[config.mk]
export PLATFORM = sky130hd
export DESIGN_NAME = cfgx_translator
export DESIGN_NICKNAME = d
export VERILOG_FILES = /design/src/rtl/cfgx_pkg.sv /design/src/rtl/cfgx_ffs.sv /design/src/rtl/cfgx_xlate.sv /design/src/rtl/cfgx_index_reg.sv /design/src/rtl/cfgx_translator.sv
export SDC_FILE = /design/constraint.sdc
export NUM_CORES = 1
export LEC_CHECK = 0
export BUFFER_PORTS_ARGS = -buffer_cell sky130_fd_sc_hd__buf_4
export CAP_MARGIN = 20
export CORE_ASPECT_RATIO = 2
export CORE_MARGIN = 2
export CORE_UTILIZATION = 32
export DETAILED_ROUTE_END_ITERATION = 8
export PLACE_DENSITY = 0.57
export RECOVER_POWER = 25
export SLEW_MARGIN = 20
export SYNTH_ARGS = -nofsm -noshare
export SYNTH_HDL_FRONTEND = slang
export SYNTH_SLANG_ARGS = --single-unit
[constraint.sdc]
create_clock -name clk -period 2.55 [get_ports clk]
set_input_delay 0.1275 -clock clk [delete_from_list [all_inputs] [get_ports clk]]
set_output_delay 0.1275 -clock clk [all_outputs]
set_load 0.005 [all_outputs]
[src/rtl/cfgx_pkg.sv]
package cfgx_pkg;

   typedef enum logic [1:0] {
      SZ_BYTE = 2'd0,
      SZ_HALF = 2'd1,
      SZ_WORD = 2'd2
   } size_t;

   typedef enum logic [1:0] {
      ST_IDLE = 2'd0,
      ST_REQ  = 2'd1,
      ST_DONE = 2'd2
   } seq_t;

   typedef enum logic [1:0] {
      FMT_PASS  = 2'd0,
      FMT_TYPE1 = 2'd1,
      FMT_ONEHOT = 2'd2
   } fmt_t;

   function automatic logic [3:0] lane_mask(input logic [1:0] sz);
      case (sz)
         SZ_BYTE: lane_mask = 4'b0001;
         SZ_HALF: lane_mask = 4'b0011;
         default: lane_mask = 4'b1111;
      endcase
   endfunction

   function automatic logic [31:0] bit_mask(input logic [1:0] sz);
      logic [3:0] m;
      m = lane_mask(sz);
      for (int b = 0; b < 4; b++) begin
         bit_mask[8*b +: 8] = {8{m[b]}};
      end
   endfunction

endpackage

[src/rtl/cfgx_ffs.sv]
module cfgx_ffs #(
   parameter int W      = 21,
   parameter int STYLE  = 0,
   localparam int POS_W = (W > 1) ? $clog2(W) : 1
) (
   input  logic [W-1:0]     vec,
   output logic             found,
   output logic [POS_W-1:0] pos
);

   assign found = |vec;

   generate
      if (STYLE == 0) begin : g_scan
         always_comb begin
            pos = '0;
            for (int i = W - 1; i >= 0; i--) begin
               if (vec[i]) pos = POS_W'(i);
            end
         end
      end else begin : g_isolate
         logic [W-1:0] low_only;
         assign low_only = vec & (~vec + W'(1));
         always_comb begin
            pos = '0;
            for (int i = 0; i < W; i++) begin
               if (low_only[i]) pos = pos | POS_W'(i);
            end
         end
      end
   endgenerate

endmodule

[src/rtl/cfgx_xlate.sv]
module cfgx_xlate
   import cfgx_pkg::*;
#(
   parameter int SEL_LO    = 11,
   parameter int FFS_STYLE = 0,
   localparam int SPAN     = 32 - SEL_LO,
   localparam int POS_W    = (SPAN > 1) ? $clog2(SPAN) : 1
) (
   input  logic [31:0] idx,
   input  logic [2:0]  off,
   output logic [31:0] cfg_addr,
   output logic        hit,
   output fmt_t        fmt
);

   logic             sel_found;
   logic [POS_W-1:0] sel_pos;
   logic [4:0]       dev_num;

   cfgx_ffs #(.W(SPAN), .STYLE(FFS_STYLE)) u_ffs (
      .vec   (idx[31:SEL_LO]),
      .found (sel_found),
      .pos   (sel_pos)
   );

   assign dev_num = 5'(sel_pos) + 5'(SEL_LO);

   always_comb begin
      if (idx[31])     fmt = FMT_PASS;
      else if (idx[0]) fmt = FMT_TYPE1;
      else             fmt = FMT_ONEHOT;
   end

   always_comb begin
      case (fmt)
         FMT_PASS: begin
            cfg_addr = idx | {30'd0, off[1:0]};
            hit      = 1'b1;
         end
         FMT_TYPE1: begin
            cfg_addr = {idx[31:3], off};
            hit      = 1'b1;
         end
         default: begin
            cfg_addr = {16'd0, dev_num, idx[10:8], idx[7:3], off};
            hit      = sel_found;
         end
      endcase
   end

endmodule

[src/rtl/cfgx_index_reg.sv]
module cfgx_index_reg
   import cfgx_pkg::*;
(
   input  logic        clk,
   input  logic        rst_n,
   input  logic        wr_en,
   input  logic [1:0]  lane,
   input  logic [1:0]  size,
   input  logic [31:0] wdata,
   output logic [31:0] idx_q,
   output logic [31:0] rdata
);

   logic [3:0]  wr_lanes;
   logic [31:0] wr_shift;

   assign wr_lanes = 4'(lane_mask(size) << lane);
   assign wr_shift = wdata << {lane, 3'b000};

   for (genvar b = 0; b < 4; b++) begin : g_lane
      always_ff @(posedge clk or negedge rst_n) begin
         if (!rst_n) begin
            idx_q[8*b +: 8] <= 8'h00;
         end else if (wr_en && wr_lanes[b]) begin
            idx_q[8*b +: 8] <= wr_shift[8*b +: 8];
         end
      end
   end

   assign rdata = (idx_q >> {lane, 3'b000}) & bit_mask(size);

endmodule

[src/rtl/cfgx_translator.sv]
module cfgx_translator
   import cfgx_pkg::*;
#(
   parameter int          OFF_W     = 12,
   parameter int          DATA_W    = 32,
   parameter int          SEL_LO    = 11,
   parameter int          FFS_STYLE = 0,
   parameter logic [31:0] MISS_DATA = 32'hFFFF_FFFF
) (
   input  logic              clk,
   input  logic              rst_n,
   input  logic              host_valid,
   output logic              host_ready,
   input  logic              host_win,
   input  logic [OFF_W-1:0]  host_off,
   input  logic              host_we,
   input  logic [1:0]        host_size,
   input  logic [31:0]       host_wdata,
   output logic [31:0]       host_rdata,
   output logic              dn_req,
   output logic              dn_we,
   output logic [1:0]        dn_size,
   output logic [31:0]       dn_addr,
   output logic [31:0]       dn_wdata,
   input  logic              dn_ack,
   input  logic [31:0]       dn_rdata
);

   generate
      if (DATA_W != 32) begin : g_bad_width
         $error("cfgx_translator: DATA_W must be 32");
      end
      if (OFF_W < 3) begin : g_bad_off
         $error("cfgx_translator: OFF_W must cover at least three offset bits");
      end
      if (SEL_LO < 11 || SEL_LO > 31) begin : g_bad_sel
         $error("cfgx_translator: SEL_LO must lie in 11..31");
      end
   endgenerate

   seq_t        st_q;
   logic [31:0] idx_q;
   logic [31:0] idx_rdata;
   logic [31:0] xl_addr;
   logic        xl_hit;
   fmt_t        xl_fmt;
   logic [31:0] addr_q;
   logic [31:0] wdata_q;
   logic [31:0] rdata_q;
   logic [1:0]  size_q;
   logic        we_q;
   logic        idx_access;
   logic        data_start;
   logic        unused_bits;

   assign unused_bits = ^{host_off[OFF_W-1:3], xl_fmt};

   assign idx_access = (st_q == ST_IDLE) && host_valid && !host_win;
   assign data_start = (st_q == ST_IDLE) && host_valid && host_win;

   cfgx_index_reg u_index (
      .clk   (clk),
      .rst_n (rst_n),
      .wr_en (idx_access && host_we),
      .lane  (host_off[1:0]),
      .size  (host_size),
      .wdata (host_wdata),
      .idx_q (idx_q),
      .rdata (idx_rdata)
   );

   cfgx_xlate #(.SEL_LO(SEL_LO), .FFS_STYLE(FFS_STYLE)) u_xlate (
      .idx      (idx_q),
      .off      (host_off[2:0]),
      .cfg_addr (xl_addr),
      .hit      (xl_hit),
      .fmt      (xl_fmt)
   );

   always_ff @(posedge clk or negedge rst_n) begin
      if (!rst_n) begin
         st_q    <= ST_IDLE;
         addr_q  <= '0;
         wdata_q <= '0;
         rdata_q <= '0;
         size_q  <= SZ_BYTE;
         we_q    <= 1'b0;
      end else begin
         case (st_q)
            ST_IDLE: begin
               if (data_start) begin
                  addr_q  <= xl_addr;
                  wdata_q <= host_wdata;
                  size_q  <= host_size;
                  we_q    <= host_we;
                  if (xl_hit) begin
                     st_q <= ST_REQ;
                  end else begin
                     rdata_q <= MISS_DATA;
                     st_q    <= ST_DONE;
                  end
               end
            end
            ST_REQ: begin
               if (dn_ack) begin
                  rdata_q <= dn_rdata;
                  st_q    <= ST_DONE;
               end
            end
            default: st_q <= ST_IDLE;
         endcase
      end
   end

   assign host_ready = (st_q == ST_DONE) || idx_access;
   assign host_rdata = (st_q == ST_DONE) ? rdata_q : idx_rdata;

   assign dn_req   = (st_q == ST_REQ);
   assign dn_we    = we_q;
   assign dn_size  = size_q;
   assign dn_addr  = addr_q;
   assign dn_wdata = wdata_q;

endmodule

Word level (Yosys, flattened, before mapping)
Index checks and enable logic that the tools add are counted.
Widths: inputs -> output; s select.
Storage, ports and cells
  register bits: 133
  input bits: 84
  output and inout bits: 101
Cells by class
  add/sub/neg operators: 1
  eq/ne operators: 7
  shifts and indexed selects: 3
  muxes and demuxes: 35
  bitwise operators: 2
  reduce and logical (&&, ||, !) cells: 19
Operator list (count)
  $mux 32: 4
  $pmux 32 s2: 2
  $mux 5: 21
  $and 32x32->32: 1
  $or 32x2->32: 1
  $shl 32x5->32: 1
  $shr 32x5->32: 1
  $reduce_or 21->1: 1
  $mux 2: 5
  $logic_and 1x1->1: 8
  $pmux 4 s2: 1
  $eq 2x1->1 const B: 3
  $logic_not 2->1: 3
  $add 5x4->5 const B: 1
  $ne 2x2->1 const B: 2
  $pmux 2 s2: 1
  $reduce_and 2->1: 2
  $reduce_and 4->1: 1
  $shl 4x2->4: 1
  $eq 2x2->1 const B: 1
  $ne 2x1->1 const B: 1
  $reduce_bool 2->1: 1
  $reduce_or 2->1: 1
  $logic_not 1->1: 1
  other kinds (2): 2

Longest topological paths before layout
Gate-level depths: netlist of run 1.
  depth in word-level cells: 23
  gate-level depth with buffers: 9

Hierarchy
A second synthesis of run 1 with hierarchy kept.
Second synthesis, totals
  cells, all modules: 571
  area, all modules: 7155.6 µm²
Modules (own cells, without submodules)
  cfgx_translator: instances 1, cells an instance 264, area each 4184.0 µm², sequential area each 2527.4 µm²
  cfgx_index_reg: instances 1, cells an instance 212, area each 2341.0 µm², sequential area each 800.8 µm²
  cfgx_xlate: instances 1, cells an instance 54, area each 396.6 µm², sequential area each 0.0 µm²
  cfgx_ffs: instances 1, cells an instance 41, area each 234.0 µm², sequential area each 0.0 µm²

Worst setup path after synthesis of run 1
Ideal clock, no wire load.
  kind: register -> register
  from: reg u_index.idx_q[26]
  to: reg addr_q[15], in the netlist dn_addr[15]
  setup time: 0.126 ns
  arrival: 1.999 ns
  data required time: 2.424 ns
  path slack: 0.425 ns
  stages on the path, launching flop included: 10
  cell sequence: dfrtp_1 clkbuf_1 inv_1 a221oi_1 o2111ai_1 a21o_1 ha_1 nand2b_1 mux2i_1 a221o_1
Between the ends
  word-level cells in the longest chain between the ends: 18
RTL lines
  start: declaration: RTL line cfgx_index_reg.sv:10  | output logic [31:0] idx_q,
  start signal: indexed assignment: RTL line cfgx_index_reg.sv:25  | idx_q[8*b +: 8] <= wr_shift[8*b +: 8];
  $mux 5 (16 in a row): RTL line cfgx_ffs.sv:18  | if (vec[i]) pos = POS_W'(i);
  $add 5x4->5: RTL line cfgx_xlate.sv:26  | assign dev_num = 5'(sel_pos) + 5'(SEL_LO);
  $pmux 32 s2: RTL line cfgx_xlate.sv:35  | case (fmt)
  end signal: assignment: RTL line cfgx_translator.sv:92  | addr_q <= xl_addr;
  end: declaration: RTL line cfgx_translator.sv:47  | logic [31:0] addr_q;
No other way between the ends.
A chain may end at the register's enable or synchronous reset.

Worst setup path in the final report of run 1
  from: reg st_q[1]
  to: out host_rdata[30]
Between the ends
  word-level cells in the longest chain between the ends: 2
RTL lines
  start: declaration: RTL line cfgx_translator.sv:41  | seq_t st_q;
  start signal: assignment: RTL line cfgx_translator.sv:82  | st_q <= ST_IDLE;
  start signal: assignment: RTL line cfgx_translator.sv:97  | st_q <= ST_REQ;
  start signal: assignment: RTL line cfgx_translator.sv:100  | st_q <= ST_DONE;
  $eq 2x2->1: RTL line cfgx_translator.sv:116  | assign host_rdata = (st_q == ST_DONE) ? rdata_q : idx_rdata;
  $mux 32: RTL line cfgx_translator.sv:116
  end: declaration: RTL line cfgx_translator.sv:19  | output logic [31:0] host_rdata,
No other way between the ends.

==> results.sh, run 1 <==
export IMPL_status="finished with violations"
export IMPL_violations="capacitance limit, slew limit"
export IMPL_r2r_cells=8
export IMPL_p_leak_nw=4.614
export IMPL_cp_depth=6
export IMPL_grt_pass1_vias=6581
export IMPL_cts_sinks=133
export IMPL_pin_count=185
export IMPL_cts_clk_slew_worst_paths_ns=0.06
export IMPL_design_area_um2=9661
export IMPL_placed_area_um2=8426
export IMPL_grt_pass1_wl_um=37880
export IMPL_final_max_slew_viol_count=55
export IMPL_maxCapViolCount=1
export IMPL_drtAntennaViolNets=0
export IMPL_synth_main_ff_cell="dfrtp_1"
export IMPL_synth_distinct_cells=47
export IMPL_vdd_drop_max_v=0.0005128
export IMPL_clock_fmax_mhz=424.3
export IMPL_reg2reg_to="dn_addr[15]$_DFFE_PN0P_"
export IMPL_cp_slowest_cell="or3b_1"
export IMPL_die_y_um=209.5
export IMPL_synth_area_per_cell_um2=8.776
export IMPL_die_w_um=106.8
export IMPL_pwr_density_cell_nw_per_um2=910.6
export IMPL_cp_end_kind="output pin"
export IMPL_syn_nets=855
export IMPL_critical_path_endpoint="host_rdata[30]"
export IMPL_fin_skew_ns=0.007541
export IMPL_required_ns=2.42
export IMPL_startpoint="st_q[1]$_DFFE_PN0P_"
export IMPL_synth_edff_count=0
export IMPL_slew_headroom_pct=-0.6579
export IMPL_rows=75
export IMPL_yosysTopAreaCell="dfrtp_1"
export IMPL_wire_per_inst_um=19.73
export IMPL_nets=1089
export IMPL_route_vias_total=6481
export IMPL_hpwl_um=18490
export IMPL_firstDrtPassIters=5
export IMPL_fin_crit_ns=2.357
export IMPL_yosysTopAreaCellShare_pct=49.25
export IMPL_worst_path_max_fanout=9
export IMPL_clock_latency_ns=0.42
export IMPL_h_tree_depth=4
export IMPL_synth_commonest_cells="190 x nand2_1, 133 x dfrtp_1, 91 x nor2_1, 64 x a21oi_1, 42 x clkbuf_1"
export IMPL_finalHoldViolations=0
export IMPL_cpMostUsedCell="buf_4"
export IMPL_synth_cells=770
export IMPL_synth_area_um2=6758
export IMPL_drt_initial_drc_count=416
export IMPL_drcViolationCount=0
export IMPL_cts_buffer_depth=2
export IMPL_grt_overflow_total=0
export IMPL_grtUsageTotal_pct=22.83
export IMPL_cts_tree="yes"
export IMPL_setup_viol=0
export IMPL_wirelength_um=25370
export IMPL_tightest_slew_ns=1.510
export IMPL_clockRootBuffer="clkbuf_16"
export IMPL_hold_class="in2reg"
export IMPL_r2r_start="u_index.idx_q[29]$_DFFE_PN0P_"
export IMPL_synthTopCellsByArea="dfrtp_1 49%, nand2_1 11%, nor2_1 5.1%, mux2i_1 5.0%, a21oi_1 4.7%"
export IMPL_initial_core_util_pct=32.44
export IMPL_ys_warn_count=0
export IMPL_cts_buffers=17
export IMPL_place_gp_congestion=0.9180
export IMPL_postCtsSetupRepairBufs=0
export IMPL_ys_seq_area_share_pct=49.25
export IMPL_post_cts_resized=0
export IMPL_core_area_um2=20830
export IMPL_critPathMaxStageDelay_ns=0.50
export IMPL_r2r_slack_ns=0.27
export IMPL_antenna_found_initial=0
export IMPL_place_inst=1186
export IMPL_grt_max_degree=69
export IMPL_critPathTopFamily="simple AND/OR/NAND/NOR gates"
export IMPL_dieArea_um2=22370
export IMPL_drive_gt1_share_pct=27.73
export IMPL_setup_worst_path_class="reg2out"
export IMPL_ys_async_sr_fraction_pct=100.0
export IMPL_cp_arrival_ns=2.23
export IMPL_crit_chain="nor2b_2 > or3b_1 > nor2_1 > buf_4 > a22o_1 > buf_4"
export IMPL_synth_most_common_cell="nand2_1"
export IMPL_period_share_pct=92.42
export IMPL_vias_per_cell=5.040
export IMPL_final_setup_tns_ns=0
export IMPL_port_buffers=175
export IMPL_hold_ws_ns=0.01924
export IMPL_n_antenna_cell=0
export IMPL_ys_ff_latch=133
export IMPL_fin_cells=1286
export IMPL_crit_buf_inv=2
export IMPL_rsz0062_at_grt="false"
export IMPL_start_kind="flip-flop"
export IMPL_syn2layout_area_growth_pct=42.96
[layout make-up]
type,count,area (um^2)
fillers,2076,11170
clock inverters,12,155.1
multi-input cells,572,3163
clock buffers,20,446.7
flip-flops and latches,133,3328
inverters,5,18.77
well taps,269,336.6
repair buffers,275,2212
[state kept, by name (all words and copies together) (netlist names)]
register       flops
u_index.idx_q     32
rdata_q           32
dn_size            2
dn_addr           32
st_q               2
dn_we              1
dn_wdata          32
[layer usage]
metal / GRT usage [%] / wire, um
met5: 0 / 0
met4: 15.27 / 1784
met1: 23.11 / 8779
met3: 3.975 / 976
met2: 41.73 / 13830
[cell usage in the layout (no fill, tap or decap), types with 3 or more instances in the layout]
master and n:
bufinv_16 3, nor3_1 6, o21ai_0 21, a211oi_1 18, clkbuf_1 12, nand2b_1 6, clkbuf_4 27, a21oi_2 10
dlygate4sd3_1 68, nor2b_1 20, clkbuf_16 17, nor4_2 3, buf_4 165, nor2_2 10, o22ai_1 8, a21oi_1 64
mux2i_1 34, nor2_1 91, nand3_1 15, nand2_1 189, mux2_2 24, a22o_1 16, clkinvlp_4 5, dfrtp_1 133
inv_1 5, o31ai_1 4
[worst min-delay path by stage]
| stage | end | from | cells after the start | slack, ns |
|---|---|---|---|---|
| after floorplan | dn_addr[0]$_DFFE_PN0P_ | rst_n | 0 | -0.17 |
| after global placement | rdata_q[24]$_DFFE_PN0P_ | rst_n | 1 | 0.25 |
| after detailed placement | rdata_q[25]$_DFFE_PN0P_ | rst_n | 1 | 0.25 |
| after CTS | dn_wdata[4]$_DFFE_PN0P_ | host_wdata[4] | 3 | 0.008 |
| after global routing | dn_wdata[4]$_DFFE_PN0P_ | host_wdata[4] | 3 | 0.02 |
| final | dn_addr[2]$_DFFE_PN0P_ | host_off[2] | 3 | 0.02 |
[what timing repair did]
action | in CTS | in global routing
setup endpoints to repair | 0 | 0
endpoints found under the hold margin | 119 | 0
hold buffers | 68 | 0
[where the power goes]
group,internal [mW],total [mW],switching (mW),leakage [nW]
logic,1.45,2.89,1.45,2.73
registers,2.81,3.40,0.593,1.61
clock network,1.56,2.50,0.944,0.278
total,5.81,8.80,2.98,4.61
[per-stage QoR]
step | utilization [%] | setup WS, ns | power, mW
6_report | 46.37 | 0.1932 | 8.797
5_1_grt | 46.37 | 0.06794 | 9.269
2_1_floorplan | - | 0.4251 | 4.678
4_1_cts | 46.60 | 0.1324 | 8.915
3_3_place_gp | 40.44 | 0.3637 | 6.246
3_5_place_dp | 40.44 | 0.3493 | 6.295
[worst register-to-register path, delay by kind of cell, from the launching register on]
family | cells | cell delay [ns]
AOI/OAI and AO/OA | 4 | 1.04
DFF | 1 | 0.44
and+or+nand+nor | 2 | 0.36
adders and majority gates | 1 | 0.20
muxes | 1 | 0.13
[kinds of logic after synthesis]
logic type | Yosys count | synth area share [%]
AO/OA/AOI/OAI | 157 | 14.76
adder cells (fa/ha/maj) | 1 | 0.1851
buffers and inverters | 65 | 4.110
flip-flops | 133 | 49.25
multiplexers | 58 | 9.035
AND/OR/NAND/NOR | 356 | 22.66
Note: power is estimated with default switching activity, not from simulation.
==> run 2: changes to the inputs <==
--- a/config.mk
+++ b/config.mk
@@ -11,5 +11,5 @@
 export CORE_MARGIN = 2
-export CORE_UTILIZATION = 32
+export CORE_UTILIZATION = 53
 export DETAILED_ROUTE_END_ITERATION = 8
-export PLACE_DENSITY = 0.57
+export PLACE_DENSITY = 0.85
 export RECOVER_POWER = 25
--- a/constraint.sdc
+++ b/constraint.sdc
@@ -3,2 +3,2 @@
 set_output_delay 0.1275 -clock clk [all_outputs]
-set_load 0.005 [all_outputs]
+set_load 0.1 [all_outputs]
==> results.sh, run 2 (synthesis results as in run 1) <==
export IMPL_setup_worst_path_class="reg2out"
export IMPL_power_frac_seq_pct=28.7
export IMPL_grt_pass1_wl_um=36000
export IMPL_multi_input_area_um2=3173
export IMPL_grt_max_degree=72
export IMPL_clockRootBuffer="clkbuf_16"
export IMPL_n_antenna_cell=0
export IMPL_worst_path_max_fanout=33
export IMPL_route_vias_total=6753
export IMPL_p_leak_nw=4.617
export IMPL_die_y_um=163.7
export IMPL_tightest_slew_ns=1.329
export IMPL_power_share_combinational_pct=50.6
export IMPL_initial_core_util_pct=54.14
export IMPL_antenna_found_initial=0
export IMPL_vdd_drop_max_v=0.001125
export IMPL_rsz0062_at_grt="false"
export IMPL_syn2layout_area_growth_pct=40.21
export IMPL_seq_area_um2=3328
export IMPL_firstDrtPassIters=8
export IMPL_h_tree_depth=4
export IMPL_period_share_pct=94.16
export IMPL_utilization_pct=75.91
export IMPL_slew_headroom_pct=11.41
export IMPL_final_max_slew_viol_count=0
export IMPL_wirelength_um=22850
export IMPL_drt_initial_drc_count=763
export IMPL_cts_clk_slew_worst_paths_ns=0.06
export IMPL_cts_buffer_depth=2
export IMPL_r2r_slack_ns=0.15
export IMPL_internal_power_mw=5.821
export IMPL_n_fill_cell=826
export IMPL_cts_buffers=17
export IMPL_drtAntennaViolNets=0
export IMPL_required_ns=2.42
export IMPL_final_cell_mix="189 x nand2_1, 189 x buf_4, 133 x dfrtp_1, 90 x nor2_1, 68 x dlygate4sd3_1"
export IMPL_fin_skew_ns=0.01351
export IMPL_placed_area_um2=8217
export IMPL_hold_class="in2reg"
export IMPL_place_gp_congestion=0.9655
export IMPL_pwr_density_cell_nw_per_um2=1283
export IMPL_cp_end_kind="output pin"
export IMPL_maxCapViolCount=0
export IMPL_nets=1079
export IMPL_clock_latency_ns=0.43
export IMPL_sw_frac_of_total_pct=52.12
export IMPL_wire_per_inst_um=19.77
export IMPL_cp_arrival_ns=2.27
export IMPL_cts_sinks=133
export IMPL_rows=58
export IMPL_setup_viol=0
export IMPL_status="completed"
export IMPL_clock_power_share_pct=20.8
export IMPL_drcViolationCount=0
export IMPL_finalHoldViolations=0
export IMPL_core_area_um2=12480
export IMPL_design_area_um2=9475
export IMPL_start_kind="flip-flop"
export IMPL_grt_overflow_total=0
export IMPL_drive_gt1_share_pct=28.23
export IMPL_die_w_um=83.85
export IMPL_vias_per_cell=5.842
export IMPL_fin_crit_ns=2.401
export IMPL_clock_fmax_mhz=416.5
export IMPL_port_buffers=175
export IMPL_cts_tree="yes"
export IMPL_grtUsageTotal_pct=33.72
export IMPL_dieArea_um2=13720
export IMPL_pin_count=185
export IMPL_hpwl_um=14570
export IMPL_power_switching_mw=6.337
export IMPL_grt_pass1_vias=6907
==> run 2: cell types whose count changed in the layout (fill, tap and decap cells not counted), moves of 3 or more <==
cell / before / now
clkinvlp_4: 5 / 2
buf_4: 165 / 189
clkbuf_4: 27 / 0
inv_6: 0 / 4
o21ai_1: 0 / 8
clkbuf_1: 12 / 3
o21ai_0: 21 / 13
==> run 2: timing repair <==
action,4_1_cts,5_1_grt
gates resized for setup,1,1
hold buffers,68,0
setup endpoints to repair,8,5
endpoints found under the hold margin,123,0
buffers inserted,0,0
==> run 2: area by class of cell <==
cell class	count	share of cell area, %
inverters	5	0.1981
flip-flops and latches	133	35.12
repair buffers	265	22.86
well taps	150	1.981
clock inverters	14	1.862
clock buffers	17	4.490
multi-input cells	572	33.49
==> run 2: worst paths after layout <==
kind,startpoint,to,cells past startpoint
worst max register to register,u_index.idx_q[29]$_DFFE_PN0P_,dn_addr[15]$_DFFE_PN0P_,8
worst min-delay path,dn_rdata[29],rdata_q[29]$_DFFE_PN0P_,3
max in group asynchronous,rst_n,rdata_q[22]$_DFFE_PN0P_,3
worst min register to register,dn_addr[28]$_DFFE_PN0P_,dn_addr[28]$_DFFE_PN0P_,2
min in group asynchronous,rst_n,rdata_q[27]$_DFFE_PN0P_,2
worst max-delay path,st_q[1]$_DFFE_PN0P_,host_rdata[11],5
==> run 2: worst max-delay path: stages (launching register included) <==
cell     delay [ns]
dfrtp_1        0.40
nor2b_2        0.17
buf_4          0.25
nor2_1         0.48
a22o_1         0.24
buf_4          0.30
==> run 2: power by group through the flow <==
stage          combinational, mW  clock [mW]  sequential, mW
3_5_place_dp                5.99           0            3.47
6_report                    6.15        2.52            3.49
2_1_floorplan               2.31           0            5.69
3_3_place_gp                5.94           0            3.44
4_1_cts                     6.11        2.52            3.45
5_1_grt                     6.40        2.64            3.57
==> run 2: routing by layer <==
layer / GRT usage (%) / part of all wire [%]
met5: 0 / 0
met4: 25.59 / 8.0
met2: 56.98 / 51
met1: 37.48 / 35
met3: 5.980 / 5.6
==> run 2: through the flow <==
| stage | total power, mW | instances | setup WS, ns | hold slack, ns | setup TNS (ns) |
|---|---|---|---|---|---|
| 6_report | 12.16 | 1156 | 0.1488 | 0.009078 | 0 |
| 5_1_grt | 12.60 | 1156 | 0.03330 | 0.04573 | 0 |
| 3_5_place_dp | 9.458 | 1057 | 0.2159 | 0.2162 | 0 |
| 3_3_place_gp | 9.380 | 1057 | 0.2259 | 0.2089 | 0 |
| 4_1_cts | 12.08 | 1156 | 0.07376 | 0.0003466 | 0 |
| 2_1_floorplan | 8.005 | 770 | -0.1482 | -0.1681 | -1.186 |
==> run 3: changes to the inputs <==
- CORE_ASPECT_RATIO: 2 -> default
==> results.sh, run 3 (synthesis results as in run 1) <==
export IMPL_firstDrtPassIters=5
export IMPL_cts_clk_slew_worst_paths_ns=0.06
export IMPL_cts_tree="yes"
export IMPL_wire_per_inst_um=18.28
export IMPL_required_ns=2.42
export IMPL_vias_per_cell=5.692
export IMPL_grt_pass1_wl_um=33060
export IMPL_period_share_pct=94.58
export IMPL_postCtsSetupRepairBufs=0
export IMPL_die_y_um=116.9
export IMPL_setup_viol=0
export IMPL_final_setup_tns_ns=0
export IMPL_setup_worst_path_class="reg2out"
export IMPL_place_inst=1072
export IMPL_final_max_slew_viol_count=0
export IMPL_drive_gt1_share_pct=28.23
export IMPL_h_tree_depth=4
export IMPL_reg2reg_to="dn_addr[15]$_DFFE_PN0P_"
export IMPL_final_cell_mix="189 x nand2_1, 186 x buf_4, 133 x dfrtp_1, 89 x nor2_1, 67 x dlygate4sd3_1"
export IMPL_crit_chain="nor2b_2 > or3b_1 > nor2_4 > a22o_1 > buf_4"
export IMPL_wirelength_um=21410
export IMPL_cp_slowest_cell="or3b_1"
export IMPL_worst_path_max_fanout=9
export IMPL_min_to="rdata_q[23]$_DFFE_PN0P_"
export IMPL_r2r_cells=8
export IMPL_clockRootBuffer="clkbuf_16"
export IMPL_grt_overflow_total=0
export IMPL_pwr_density_cell_nw_per_um2=1291
export IMPL_fin_crit_ns=2.412
export IMPL_antenna_found_initial=0
export IMPL_r2r_slack_ns=0.23
export IMPL_rsz0062_at_grt="false"
export IMPL_cp_arrival_ns=2.28
export IMPL_cp_end_kind="output pin"
export IMPL_grt_pass1_vias=6374
export IMPL_drt_initial_drc_count=614
export IMPL_drcViolationCount=0
export IMPL_hold_ws_ns=0.01706
export IMPL_core_area_um2=12520
export IMPL_hold_class="in2reg"
export IMPL_placed_area_um2=8195
export IMPL_status="completed"
export IMPL_clock_latency_ns=0.42
export IMPL_tightest_slew_ns=1.366
export IMPL_maxCapViolCount=0
export IMPL_critPathMaxStageDelay_ns=0.52
export IMPL_grt_max_degree=81
export IMPL_clock_fmax_mhz=414.6
export IMPL_critPathTopFamily="simple AND/OR/NAND/NOR gates"
export IMPL_finalHoldViolations=0
export IMPL_r2r_start="u_index.idx_q[26]$_DFFE_PN0P_"
export IMPL_die_w_um=116.9
export IMPL_hpwl_um=13700
export IMPL_cts_buffer_depth=2
export IMPL_start_kind="flip-flop"
export IMPL_dieArea_um2=13670
export IMPL_nets=1071
export IMPL_slew_headroom_pct=8.941
export IMPL_place_gp_congestion=0.9276
export IMPL_rows=41
export IMPL_vdd_drop_max_v=0.001128
export IMPL_crit_buf_inv=1
export IMPL_design_area_um2=9514
export IMPL_cts_sinks=133
export IMPL_n_antenna_cell=0
export IMPL_grtUsageTotal_pct=31.99
export IMPL_power_total_mw=12.28
export IMPL_route_vias_total=6665
export IMPL_fin_skew_ns=0.01082
export IMPL_cts_buffers=17
export IMPL_syn2layout_area_growth_pct=40.79
export IMPL_pin_count=185
export IMPL_initial_core_util_pct=53.99
export IMPL_hold_start="dn_rdata[23]"
export IMPL_port_buffers=175
export IMPL_drtAntennaViolNets=0
export IMPL_p_leak_nw=4.606
export IMPL_whs_path_depth=3
export IMPL_fin_cells=1171
export IMPL_mostFrequentLayoutCell="nand2_1"
-- run 3: stage by stage --
stage          utilization, %  setup WS, ns
6_report                76.01        0.1383
2_1_floorplan               -       -0.1482
4_1_cts                 76.07       0.04408
3_5_place_dp            65.47        0.2900
5_1_grt                 76.01       0.06902
3_3_place_gp            65.47        0.3329
-- run 3: area by class of cell --
cell class,instances,area [um^2]
Clock buffer,17,425.4
Inverter,5,18.77
Timing Repair Buffer,257,2123
Clock inverter,15,227.7
Tap cell,172,215.2
Sequential cell,133,3328
Multi-Input combinational cell,572,3176
Fill cell,809,3003
-- run 3: worst max path at each step --
| stage | slack, ns | from | end | cells after the start |
|---|---|---|---|---|
| 5_1_grt | 0.07 | st_q[1]$_DFFE_PN0P_ | host_rdata[31] | 5 |
| 6_report | 0.14 | st_q[1]$_DFFE_PN0P_ | host_rdata[30] | 5 |
| 3_5_place_dp | 0.29 | u_index.idx_q[26]$_DFFE_PN0P_ | dn_addr[15]$_DFFE_PN0P_ | 8 |
| 2_1_floorplan | -0.15 | st_q[1]$_DFFE_PN0P_ | host_rdata[16] | 5 |
| 3_3_place_gp | 0.33 | u_index.idx_q[27]$_DFFE_PN0P_ | dn_addr[15]$_DFFE_PN0P_ | 7 |
| 4_1_cts | 0.04 | st_q[1]$_DFFE_PN0P_ | host_rdata[30] | 5 |
-- run 3: worst register-to-register path: stages (launching register included) --
cell	delay [ns]
dfrtp_1	0.55
inv_1	0.10
a221oi_1	0.30
o2111ai_1	0.23
a21o_1	0.23
ha_1	0.20
nand2b_1	0.17
mux2i_1	0.12
a221o_1	0.30
-- run 3: layer usage --
metal / up-vias / GRT usage (%) / share of wire, %
li1: 3045 / - / -
met1: 3214 / 40.75 / 39
met2: 339 / 53.72 / 50
met3: 67 / 6.952 / 7.2
met4: 0 / 12.47 / 3.5
met5: - / 0 / 0
-- run 3: repair_timing --
action	4_1_cts	5_1_grt
hold endpoints to repair	125	0
gates resized for setup	1	2
hold buffers	67	0
endpoints found under the setup margin	8	5
-- run 3: where the power goes --
part,switching [mW],internal (mW)
combinational,4.60,1.48
clock,0.967,1.74
sequential,0.690,2.81
